--- config.mk ---
export PLATFORM = sky130hd
export DESIGN_NAME = tagsched_top
export DESIGN_NICKNAME = d
export VERILOG_FILES = /design/src/rtl/tagsched_pkg.sv /design/src/rtl/tagsched_reqpick.sv /design/src/rtl/tagsched_scoreboard.sv /design/src/rtl/tagsched_top.sv
export SDC_FILE = /design/constraint.sdc
export NUM_CORES = 1
export LEC_CHECK = 0
export BUFFER_PORTS_ARGS = -buffer_cell sky130_fd_sc_hd__buf_2
export CAP_MARGIN = 20
export CORE_MARGIN = 2
export CORE_UTILIZATION = 61
export CTS_BUF_LIST = sky130_fd_sc_hd__clkbuf_4
export DETAILED_ROUTE_END_ITERATION = 10
export GPL_TIMING_DRIVEN = 0
export PLACE_DENSITY = 0.88
export SYNTH_ARGS = -nofsm -noshare
export SYNTH_HDL_FRONTEND = slang
export SYNTH_SLANG_ARGS = --single-unit
--- constraint.sdc ---
create_clock -name clk -period 3.98 [get_ports clk]
set_input_delay 0.398 -clock clk [delete_from_list [all_inputs] [get_ports clk]]
set_output_delay 0.398 -clock clk [all_outputs]
set_load 0.1 [all_outputs]
--- src/rtl/tagsched_pkg.sv ---
package tagsched_pkg;

  localparam int TAG_W  = 64;
  localparam int ID_W   = 12;
  localparam int ADDR_W = 11;
  localparam int DONE_W = 7;
  localparam int ERR_W  = 4;

  localparam int ERR_MISMATCH = 0;
  localparam int ERR_TIMEOUT  = 1;
  localparam int ERR_UNEXP    = 2;
  localparam int ERR_SLAVE    = 3;

  typedef enum logic [1:0] {
    CLS_FILL  = 2'b00,
    CLS_FREE  = 2'b01,
    CLS_SCHED = 2'b10,
    CLS_CMD   = 2'b11
  } tag_class_e;

  typedef enum logic [1:0] {
    TY_CMD    = 2'b00,
    TY_BCAST  = 2'b01,
    TY_DIRECT = 2'b10,
    TY_REPORT = 2'b11
  } tag_type_e;

  typedef struct packed {
    logic [1:0]        cls;
    logic [1:0]        typ;
    logic [ID_W-1:0]   id;
    logic [ADDR_W-1:0] addr;
    logic [DONE_W-1:0] done;
    logic [29:0]       rest;
  } tag_t;

  function automatic tag_t make_ctag(logic [ID_W-1:0] id, logic [ADDR_W-1:0] addr);
    tag_t t;
    t      = '0;
    t.cls  = CLS_CMD;
    t.typ  = TY_CMD;
    t.id   = id;
    t.addr = addr;
    return t;
  endfunction

endpackage

--- src/rtl/tagsched_reqpick.sv ---
module tagsched_reqpick #(
  parameter int NCPU = 16,
  localparam int IW = (NCPU > 1) ? $clog2(NCPU) : 1
) (
  input  logic            clk,
  input  logic            rst_n,
  input  logic [NCPU-1:0] req_set,
  input  logic            take,
  output logic            any_req,
  output logic [IW-1:0]   gnt_idx
);

  logic [NCPU-1:0] pend_q;
  logic [NCPU-1:0] clr_mask;
  logic            found;

  // lowest index wins
  always_comb begin
    gnt_idx = '0;
    found   = 1'b0;
    for (int i = 0; i < NCPU; i++) begin
      if (pend_q[i] && !found) begin
        gnt_idx = IW'(i);
        found   = 1'b1;
      end
    end
  end

  assign any_req = |pend_q;

  for (genvar g = 0; g < NCPU; g++) begin : g_clr
    assign clr_mask[g] = take && (gnt_idx == IW'(g));
  end

  always_ff @(posedge clk) begin
    if (!rst_n) pend_q <= '0;
    else        pend_q <= (pend_q & ~clr_mask) | req_set;
  end

  p_take_has_req_r1: assert property (@(posedge clk) disable iff (!rst_n)
    take |-> any_req);

  p_grant_cleared_r1: assert property (@(posedge clk) disable iff (!rst_n)
    (take && !req_set[gnt_idx]) |=> !pend_q[$past(gnt_idx)]);

endmodule

--- src/rtl/tagsched_scoreboard.sv ---
module tagsched_scoreboard #(
  parameter int SB = 8,
  parameter int TW = 16,
  localparam int IXW = (SB > 1) ? $clog2(SB) : 1
) (
  input  logic           clk,
  input  logic           rst_n,
  input  logic           launch,
  input  logic [IXW-1:0] launch_idx,
  input  logic [11:0]    launch_id,
  input  logic           ret_valid,
  input  logic [IXW-1:0] ret_idx,
  input  logic [11:0]    ret_id,
  input  logic [6:0]     ret_done,
  input  logic [6:0]     cfg_slaves,
  input  logic [TW-1:0]  cfg_timeout,
  output logic [SB-1:0]  busy,
  output logic           err_mismatch,
  output logic           err_unexp,
  output logic           err_timeout
);

  logic [SB-1:0] busy_q;
  logic [TW-1:0] tmr_q [SB];
  logic [11:0]   id_q  [SB];
  logic [SB-1:0] ret_hit;
  logic [SB-1:0] expire;

  for (genvar g = 0; g < SB; g++) begin : g_ent
    assign ret_hit[g] = ret_valid && busy_q[g] && (ret_idx == IXW'(g));
    assign expire[g]  = busy_q[g] && !ret_hit[g] && (cfg_timeout != '0) &&
                        (({1'b0, tmr_q[g]} + (TW+1)'(1)) == {1'b0, cfg_timeout});
  end

  always_ff @(posedge clk) begin
    if (!rst_n) begin
      busy_q <= '0;
      for (int i = 0; i < SB; i++) begin
        tmr_q[i] <= '0;
        id_q[i]  <= '0;
      end
    end else begin
      for (int i = 0; i < SB; i++) begin
        if (launch && (launch_idx == IXW'(i))) begin
          busy_q[i] <= 1'b1;
          tmr_q[i]  <= '0;
          id_q[i]   <= launch_id;
        end else if (ret_hit[i] || expire[i]) begin
          busy_q[i] <= 1'b0;
        end else if (busy_q[i]) begin
          tmr_q[i] <= tmr_q[i] + TW'(1);
        end
      end
    end
  end

  assign busy         = busy_q;
  assign err_unexp    = ret_valid && !busy_q[ret_idx];
  assign err_mismatch = ret_valid && busy_q[ret_idx] &&
                        ((ret_done != cfg_slaves) || (ret_id != id_q[ret_idx]));
  assign err_timeout  = |expire;

  p_launch_free_r4: assert property (@(posedge clk) disable iff (!rst_n)
    launch |-> !busy_q[launch_idx]);

  p_return_frees_r5: assert property (@(posedge clk) disable iff (!rst_n)
    (ret_valid && busy_q[ret_idx] && !(launch && launch_idx == ret_idx))
      |=> !busy_q[$past(ret_idx)]);

  p_launch_marks_r4: assert property (@(posedge clk) disable iff (!rst_n)
    launch |=> busy_q[$past(launch_idx)]);

endmodule

--- src/rtl/tagsched_top.sv ---
module tagsched_top
  import tagsched_pkg::*;
#(
  parameter int NCPU = 16,
  parameter int SB   = 8,
  parameter int TW   = 16
) (
  input  logic              clk,
  input  logic              rst_n,
  input  logic [NCPU-1:0]   req_set,
  input  logic              throttle_set,
  input  logic              throttle_clr,
  input  logic              flush,
  input  logic [DONE_W-1:0] cfg_slaves,
  input  logic [TW-1:0]     cfg_timeout,
  output logic              tx_valid,
  input  logic              tx_ready,
  output logic [TAG_W-1:0]  tx_tag,
  input  logic              rx_valid,
  output logic              rx_ready,
  input  logic [TAG_W-1:0]  rx_tag,
  input  logic              err_clr,
  output logic [ERR_W-1:0]  err_code,
  output logic              irq
);

  localparam int IW  = (NCPU > 1) ? $clog2(NCPU) : 1;
  localparam int IXW = (SB > 1) ? $clog2(SB) : 1;

  logic              thr_q;
  logic [ADDR_W-1:0] buf_q;
  logic [ERR_W-1:0]  err_q;
  logic              any_req;
  logic [IW-1:0]     gnt_idx;
  logic [SB-1:0]     busy;
  logic              c_ok;
  logic              fire_c;
  tag_t              ctag;
  tag_t              rxt;
  logic              ret_valid;
  logic              slave_msg;
  logic              err_mismatch, err_unexp, err_timeout;
  logic [ERR_W-1:0]  new_err;
  logic              unused_rx;

  tagsched_reqpick #(.NCPU(NCPU)) u_pick (
    .clk     (clk),
    .rst_n   (rst_n),
    .req_set (req_set),
    .take    (fire_c),
    .any_req (any_req),
    .gnt_idx (gnt_idx)
  );

  assign c_ok   = !thr_q && any_req && !busy[buf_q[IXW-1:0]];
  assign fire_c = c_ok && !flush && tx_ready;
  assign ctag   = make_ctag(ID_W'(gnt_idx), buf_q);

  assign tx_valid = flush || c_ok;
  assign tx_tag   = flush ? '0 : ctag;
  assign rx_ready = 1'b1;

  assign rxt       = rx_tag;
  assign ret_valid = rx_valid && (rxt.cls == CLS_CMD)   && (rxt.typ == TY_CMD);
  assign slave_msg = rx_valid && (rxt.cls == CLS_SCHED) && (rxt.typ == TY_REPORT);
  assign unused_rx = ^{rxt.rest, rxt.addr[ADDR_W-1:IXW]};

  tagsched_scoreboard #(.SB(SB), .TW(TW)) u_sb (
    .clk          (clk),
    .rst_n        (rst_n),
    .launch       (fire_c),
    .launch_idx   (buf_q[IXW-1:0]),
    .launch_id    (ID_W'(gnt_idx)),
    .ret_valid    (ret_valid),
    .ret_idx      (rxt.addr[IXW-1:0]),
    .ret_id       (rxt.id),
    .ret_done     (rxt.done),
    .cfg_slaves   (cfg_slaves),
    .cfg_timeout  (cfg_timeout),
    .busy         (busy),
    .err_mismatch (err_mismatch),
    .err_unexp    (err_unexp),
    .err_timeout  (err_timeout)
  );

  always_comb begin
    new_err               = '0;
    new_err[ERR_MISMATCH] = err_mismatch;
    new_err[ERR_TIMEOUT]  = err_timeout;
    new_err[ERR_UNEXP]    = err_unexp;
    new_err[ERR_SLAVE]    = slave_msg;
  end

  always_ff @(posedge clk) begin
    if (!rst_n) begin
      thr_q <= 1'b0;
      buf_q <= '0;
      err_q <= '0;
    end else begin
      if (throttle_set)      thr_q <= 1'b1;
      else if (throttle_clr) thr_q <= 1'b0;
      if (fire_c) buf_q <= buf_q + ADDR_W'(1);
      err_q <= (err_clr ? '0 : err_q) | new_err;
    end
  end

  assign err_code = err_q;
  assign irq      = |err_q;

  p_buf_step_r3: assert property (@(posedge clk) disable iff (!rst_n)
    fire_c |=> (buf_q == $past(buf_q) + ADDR_W'(1)));

  p_throttle_blocks_r7: assert property (@(posedge clk) disable iff (!rst_n)
    thr_q |-> !(tx_valid && tx_tag[63:62] == 2'b11));

  p_flush_filler_r8: assert property (@(posedge clk) disable iff (!rst_n)
    flush |-> (tx_valid && tx_tag == '0));

  p_flush_hold_r8: assert property (@(posedge clk) disable iff (!rst_n)
    flush |=> $stable(buf_q));

  p_err_sticky_r10: assert property (@(posedge clk) disable iff (!rst_n)
    (err_q != '0 && !err_clr) |=> (err_q != '0));

  p_report_flag_r9: assert property (@(posedge clk) disable iff (!rst_n)
    slave_msg |=> irq);

endmodule

After elaboration in Yosys (flattened, before gate mapping)
Memories as Yosys holds them, arrays and structs flattened.
Index checks and enable logic that the tools add are counted.

word-level totals
  bits of input ports = 111
  output and inout port bits = 71
  memory bits (writable) = 160
  memories kept = 2
  bits in registers = 40
  word-level logic and storage cells = 390

operators by class
  muxes and demuxes = 143
  reduce and logical (&&, ||, !) cells = 144
  bitwise gates (word level) = 28
  order comparisons = 2
  eq/ne operators = 42
  add/subtract/negate cells = 17

memory list
  name        depth  width  rd ports  clocked after memory_dff  wr ports  RTL line                   RTL
  u_sb.tmr_q  8      16     8         0                         8         tagsched_scoreboard.sv:24  logic [TW-1:0] tmr_q [SB];
  u_sb.id_q   8      4      1         0                         8         tagsched_scoreboard.sv:25  logic [11:0] id_q [SB];

operator list
  operator                 count
  $mux W16                 16
  $add A16 B1 Y17 const B  8
  $eq A17 B16 Y1           8
  $add A16 B1 Y16 const B  8
  $mux W1                  101
  $logic_and A1 B1 Y1      90
  $mux W4                  17
  $mux W64                 1
  $eq A4 B4 Y1 const B     8
  $logic_not A1 Y1         27
  $eq A3 B3 Y1 const B     8
  $or A1 B1 Y1             24
  $reduce_bool A2 Y1       9
  $and A16 B16 Y16         1
  $eq A4 B3 Y1 const B     4
  $not A16 Y16             1
  $or A16 B16 Y16          1
  $reduce_bool A16 Y1      1
  $reduce_or A16 Y1        1
  $eq A3 B2 Y1 const B     4
  $mux W3                  4
  $ne A12 B12 Y1           1
  $add A11 B1 Y11 const B  1
  $logic_or A1 B1 Y1       10
  14 further kinds         22

Logic depth before layout (Yosys ltp)
Gate-level depths: netlist (run 1).

  depth after elaboration = 51
  depth in mapped cells = 12
  depth with buffers taken out = 9

By module
A second synthesis (run 1) with hierarchy kept.

second synthesis, totals
  cells, all modules = 1643
  area total of the unflattened synthesis = 16704.8 sq um

by module, submodules not included
  module               area an instance (sq um)  instances  seq. area each (sq um)  cells each
  tagsched_scoreboard  14425.1                   1          6886.6                  1372
  tagsched_top         1398.8                    1          320.3                   164
  tagsched_reqpick     880.8                     1          320.3                   107

Least setup slack after synthesis (run 1)
Ideal clock, no wire load.

  path kind = register -> output
  from = reg buf_q[0]
  to = out tx_valid
  buffers on the path = 1
  setup slack = 156 ps
  arrival time = 3426 ps
  required time = 3582 ps
  stages on the path, launching flop included = 5
  path through = dfxtp_1 > buf_2 > mux4_2 > mux2_2 > o21ai_0

on the way
  longest elaborated chain between the ends = 5

RTL lines
  item                           RTL line             RTL
  start: declaration             tagsched_top.sv:31   logic [ADDR_W-1:0] buf_q;
  start signal: assignment       tagsched_top.sv:102  if (fire_c) buf_q <= buf_q + ADDR_W'(1);
  $bmux W1 S3                    tagsched_top.sv:55   assign c_ok = !thr_q && any_req && !busy[buf_q[IXW-1:0]];
  $mux W1 (implied by the code)  tagsched_top.sv:55
  $logic_not A1 Y1               tagsched_top.sv:55
  $logic_and A1 B1 Y1            tagsched_top.sv:55
  $logic_or A1 B1 Y1             tagsched_top.sv:59   assign tx_valid = flush || c_ok;
  end: declaration               tagsched_top.sv:16   output logic tx_valid,

Every way passes these cells. The select of a mux whose other input is x is not followed.

==> results.yml, run 1 <==
run_status:
  status: "finished clean"
pwr:
  pwr-share-seq_pct: 53.4
  power_frac_clock_pct: 24.1
  total_power_mw: 4.57
  power_density_mw_per_mm2: 290
  power_frac_comb_pct: 22.5
  p_leak_nw: 5.75
  swShare_pct: 33.9
  ir_drop_uv: 202
  internal_power_mw: 3.02
  power.switching_mw: 1.55
drt:
  drc: 0
  wl_per_cell_um: 19.4
  first_iter_violations: 1649
  met3WireLength_um: 4080
  topRoutingLayerUsed: "met4"
  dr_wl_met2_um: 18700
  wirelength_met1_um: 14500
  vias: 12429
  ant_nets: 0
  first_pass_iters: 6
  wl_um: 39200
  avgViaCountPerCell: 6.14
setup_path:
  critPathBufInv: 1
  r2r-end: "u_sb.tmr_q[0][79]"
  crit_start: "buf_q[1]"
  path_depth: 9
  r2r_start: "buf_q[1]"
  critPathSlowestCell: "mux4_2"
  arrival_ns: 4.10
  crit_required_ns: 4.20
  critical_path.most_common_cell: "nand2_1"
  crit_end: "u_sb.tmr_q[0][79]"
  critical_path_class: "reg2reg"
  cp_cell_sequence: "clkbuf_2, mux4_2, mux2_2, nor4b_4, nand3_1, nand2_1, a41oi_1, nand2_1, nand3_2"
  endpoint_kind: "flip-flop"
  slowest_delay_ns: 0.53
  r2r_slack_ns: 0.1
  crit_path_start_kind: "flip-flop"
  cp_max_fo: 16
  critical-path-top-delay-family: "simple AND/OR/NAND/NOR gates"
  reg2reg_depth: 9
place:
  dp_slack_ns: -0.424
  post-dp-hpwl_um: 28500
  place_area_sq_mm: 0.0152
  portBuffers: 86
  place_congestion: 0.973
logic_synthesis:
  synth_cells: 1531
  ys_ff_latch: 200
  yosys_warnings: 0
  synth.most_common_cell: "nor2_1"
  synthDistinctLibCells: 84
  async_flop_share_pct: 0
  synth_ff_type: "edfxtp_1"
  synthDominantCellAreaShare_pct: 33.7
  synth_top_area_cell: "edfxtp_1"
  synth_edf_count: 160
  netlist_area_sq_mm: 0.0142
  ys_seq_area_share_pct: 39.4
  yosys-top-cells-area: "edfxtp_1 34%, xnor2_1 10%, nor2_1 5.7%"
  synth_commonest_cells: "216 x nor2_1, 170 x xnor2_1, 160 x edfxtp_1"
  syn_area_per_cell_sq_um: 9.30
timing:
  tightest_slew_ns: 1.07
  slew_headroom_pct: 28.6
  drv_slew: 0
  setup_viol: 0
  period_share_pct: 97.6
  finalClockSkew_ns: 0.0295
  rsz0062_at_grt: "false"
  finalWorstSetupSlack_ns: 0.0971
  hold_viol_final: 0
  worst_hold_slack_ns: 0.00972
  fin_crit_ns: 3.88
  fmax_ghz: 0.258
min_path:
  hold_path_depth: 3
  hp-class: "in2reg"
global_routing:
  grt_usage_pct: 31.7
  antenna_found_initial: 1
  grt.overflow.total: 0
  grt_pass1_wl_um: 60500
  grt_pass1_vias: 11816
  grt_max_degree: 18
floorplan:
  rows: 55
  initial_core_util_pct: 62.5
  coreArea_sq_mm: 0.0228
  die_area_sq_mm: 0.0246
  die_x_um: 157
  dieHeight_um: 157
  top_level_ports: 182
clock_network:
  postCtsSetupBuffers: 0
  clk_path_buf_depth: 2
  cts-root-buf: "clkbuf_4"
  cts_htree_levels: 4
  cts_buffers: 17
  cts_tree: "built"
  clock_sinks: 200
  clk_latency_ns: 0.65
  clk_pin_slew_ns: 0.17
job:
  maxCapViolCount: 0
layout:
  finalInstanceArea_sq_mm: 0.0157
  nets: 1822
  area.growth.synth_to_final_pct: 10.6
  fill_cells: 1720
  layout-drive-gt1-share_pct: 15.2
## state kept, by name (all words and copies together), names as in the netlist
register and cells:
buf_q 11, err_code 4, u_pick.pend_q 16, u_sb.busy 8, u_sb.tmr_q 128, thr_q 1, u_sb.id_q 32
## layout make-up
class,instances,area [sq um],share of cell area (%)
inverter,66,248,1.57
clock inverter,13,121,0.771
antenna,1,2.50,0.0159
multi-input combinational,1178,7880,50.1
sequential,200,5610,35.6
timing repair buffer,101,573,3.64
tap,313,392,2.49
clock buffer,19,143,0.906
buffer,133,779,4.95
## what timing repair did
item,CTS,global route
hold buffers,13,0
pin swaps,0,0
endpoints found under the setup margin,97,65
hold endpoints to repair,13,0
resized for setup,8,9
## cells by family (layout without fill, tap and decap cells)
family,count (synthesis),after routing,share of synthesized area (%)
mux,28,28,3.04
other cells,2,49,0.0527
flops,200,200,39.4
buf+inv,199,332,7.22
xor+xnor,251,251,17.2
compound gates,191,191,8.92
fa+ha+maj,14,14,1.23
simple gates,646,646,23.0
## per-layer routing
metal / vias up / GRT usage [%]
met5: - / 0
met4: 0 / 16.8
met3: 141 / 6.09
met2: 730 / 51.4
met1: 5847 / 40.2
li1: 5711 / -
## worst min-delay path by stage
| stage | startpoint | endpoint |
|---|---|---|
| 2_1_floorplan | thr_q | thr_q |
| 3_3_place_gp | buf_q[9] | buf_q[9] |
| 3_5_place_dp | err_code[3] | err_code[3] |
| 4_1_cts | req_set[14] | u_pick.pend_q[14] |
| 5_1_grt | req_set[12] | u_pick.pend_q[12] |
| 6_report | req_set[14] | u_pick.pend_q[14] |
## worst reg2reg max path: cells and delay by family (launching register included)
kind	cells	cell delay (ns)
buffers and inverters	1	0.24
DFF	1	0.41
and+or+nand+nor	5	1.84
muxes	2	0.86
AOI/OAI and AO/OA	1	0.12
## metrics by stage
step           TNS (ns)  std cells  utilization (%)
4_1_cts               0       2021             68.8
2_1_floorplan         0       1577                -
3_3_place_gp     -11.33       1976             66.9
3_5_place_dp     -22.41       1976             66.9
6_report              0       2024             69.1
5_1_grt               0       2024             69.1
## layout by cell type (no fill, tap or decap), drive strengths merged, types with 8 or more instances in the layout
cell type	count
clkbuf	61
and4	9
ha	14
and2	11
a21oi	30
xnor2	170
nand3	71
nor2b	15
inv	65
conb	48
xnor3	9
dlygate4sd3	13
nand2	92
dfxtp	40
edfxtp	160
mux4	12
nor4	46
o211ai	8
clkinv	11
buf	179
xor3	8
or3	14
xor2	64
and3	19
or2	8
mux2i	14
nand4	48
nand2b	15
nor2	217
o21ai	57
nor3	57
a31oi	22
## power by group through the flow
stage,clock network [mW],registers [mW],logic [mW]
finish,1.10,2.44,1.03
global route,1.15,2.45,1.09
CTS,1.08,2.43,1.00
detailed placement,0,2.48,0.985
global placement,0,2.47,0.963
floorplan,0,2.45,0.779
Power figures use the tool's default switching activity.
==> inputs of run 2 (changes only) <==
--- a/config.mk
+++ b/config.mk
@@ -5,6 +5,7 @@
 export SDC_FILE = /design/constraint.sdc
 export NUM_CORES = 1
 export LEC_CHECK = 0
+export ABC_AREA = 1
 export BUFFER_PORTS_ARGS = -buffer_cell sky130_fd_sc_hd__buf_2
 export CAP_MARGIN = 20
 export CORE_MARGIN = 2
==> constraint.sdc (replaced) <==
create_clock -name clk -period 3.98 [get_ports clk]
set_input_delay 0.796 -clock clk [delete_from_list [all_inputs] [get_ports clk]]
set_output_delay 0.796 -clock clk [all_outputs]
set_load 0.1 [all_outputs]
==> results.yml, run 2 <==
setup_path:
  r2r_start: "buf_q[1]"
  crit_start: "cfg_timeout[13]"
  r2r_slack_ns: 0.30
  arrival_ns: 4.08
  endpoint_kind: "flip-flop"
  crit_path_start_kind: "input port"
  critical_path_class: "in2reg"
  crit_required_ns: 4.14
  cp_max_fo: 16
  reg2reg_depth: 12
logic_synthesis:
  synth_edf_count: 160
  netlist_area_sq_mm: 0.0147
  synth_commonest_cells: "598 x nand2_1, 358 x nor2_1, 222 x inv_1"
  ys_seq_area_share_pct: 38.2
  yosys-top-cells-area: "edfxtp_1 33%, nand2_1 15%, nor2_1 9.2%"
  synthDistinctLibCells: 58
  synth_cells: 2068
  syn_area_per_cell_sq_um: 7.09
  synth_ff_type: "edfxtp_1"
  synthDominantCellAreaShare_pct: 32.7
  synth.most_common_cell: "nand2_1"
  async_flop_share_pct: 0
  ys_ff_latch: 200
  yosys_warnings: 0
  synth_top_area_cell: "edfxtp_1"
timing:
  slew_headroom_pct: 34.6
  rsz0062_at_grt: "false"
  drv_slew: 0
  setup_viol: 0
  tightest_slew_ns: 0.978
  finalClockSkew_ns: 0.0352
  period_share_pct: 98.4
  fin_crit_ns: 3.92
  fmax_ghz: 0.255
  hold_viol_final: 0
  final.setup.tns_ns: 0
  worst_hold_slack_ns: 0.350
place:
  portBuffers: 79
  place_congestion: 1.02
  dp_cells: 2512
  place_area_sq_mm: 0.0156
  post-dp-hpwl_um: 30800
layout:
  multi_input_area_sq_mm: 0.00774
  instances_no_fill: 2545
  largest_register_ffs: 128
  regMostFlops: "u_sb.tmr_q"
  layout-drive-gt1-share_pct: 12.3
  fill_cells: 2058
  mostFrequentLayoutCell: "nand2_1"
  area.growth.synth_to_final_pct: 8.83
  nets: 2337
  finalInstanceArea_sq_mm: 0.0160
  final_cell_mix: "598 x nand2_1, 358 x nor2_1, 222 x inv_1"
  regArea_sq_mm: 0.00561
  reg.largest.list: "u_sb.tmr_q: 128 flops, u_sb.id_q: 32 flops, u_pick.pend_q: 16 flops"
global_routing:
  antenna_found_initial: 1
  grt_pass1_wl_um: 66000
  grt_usage_pct: 32.6
  grt_max_degree: 23
  grt_pass1_vias: 13184
  grt.overflow.total: 0
drt:
  vias: 14239
  first_pass_iters: 6
  ant_nets: 0
  avgViaCountPerCell: 5.59
  wl_um: 41600
  drc: 0
  first_iter_violations: 1698
  wl_per_cell_um: 16.3
floorplan:
  die_area_sq_mm: 0.0253
  coreArea_sq_mm: 0.0235
  rows: 56
  initial_core_util_pct: 62.3
  top_level_ports: 182
  dieHeight_um: 159
  die_x_um: 159
min_path:
  hp-class: "in2reg"
  min_from: "req_set[11]"
  hold_path_depth: 3
clock_network:
  cts_tree: "built"
  postCtsSetupBuffers: 0
  clk_latency_ns: 0.65
  cts-root-buf: "clkbuf_4"
  clk_path_buf_depth: 2
  cts_htree_levels: 4
  clk_pin_slew_ns: 0.20
  clock_sinks: 200
  cts_buffers: 17
pwr:
  ir_drop_uv: 244
  power_density_mw_per_mm2: 289
  total_power_mw: 4.61
  p_leak_nw: 7.14
run_status:
  status: "finished clean"
job:
  maxCapViolCount: 0
==> run 2: cell types whose count changed after synthesis, sizes merged, moves of 31 or more <==
cell and change:
nand2 +519, nor2 +181, inv +169, xnor2 -150
nand3 +110, nor4 -33, nor3 -31
==> run 2: report_power, final <==
group          leakage (nW)  total (mW)  internal, mW  switching (mW)
sequential             1.99        2.44          2.35          0.0911
combinational          4.99       0.985         0.260           0.725
clock                 0.165        1.18         0.312           0.870
==> run 2: cell families after synthesis <==
kind of cell,Yosys count,synth area share (%)
compound gates,133,5.42
xor+xnor,76,5.21
fa+ha+maj,14,1.19
buf+inv,321,10.2
flops,200,38.2
other cells,2,0.0512
simple gates,1322,39.7
==> run 2: critical path: stages <==
cell             delay, ns
clkdlybuf4s15_1       0.71
inv_1                 0.58
nand3_1               0.22
nand2_1               0.07
nor2_1                0.10
nand2_1               0.06
nor2_1                0.13
nand4_1               0.25
and2_4                0.24
nand4_4               0.15
buf_6                 0.18
nand3_1               0.57
==> run 2: final cells by class <==
cell class / instances / area share, %
antenna: 1 / 0.0157
buffer: 88 / 4.00
clock buffer: 18 / 0.846
clock inverter: 14 / 1.10
inverter: 233 / 5.48
multi-input combinational: 1593 / 48.5
sequential: 200 / 35.1
tap: 319 / 2.50
timing repair buffer: 79 / 2.49
==> run 2: per-layer routing <==
layer  routed length, um  global-route usage, %  vias to the layer above
met5                   0                      0                        -
met3                4770                   4.53                      139
met4                2050                   15.9                        0
li1                    -                      -                     6919
met1               15900                   43.4                     6351
met2               18800                   52.8                      830
==> run 2: per-stage QoR <==
stage,setup WS (ns),util (%)
floorplan,0.114,-
global placement,-0.542,66.4
detailed placement,-0.532,66.4
CTS,0.147,67.7
global route,0.0198,67.8
finish,0.0648,67.8
==> run 2: what timing repair did <==
item | in CTS | in global routing
setup endpoints to repair | 0 | 32
gates resized for setup | 0 | 4
hold buffers | 0 | 0
==> run 2: final timing paths <==
check,to
min reg2reg,buf_q[10]
max,u_sb.tmr_q[0][50]
max reg2reg,u_sb.tmr_q[0][50]
min,u_pick.pend_q[11]
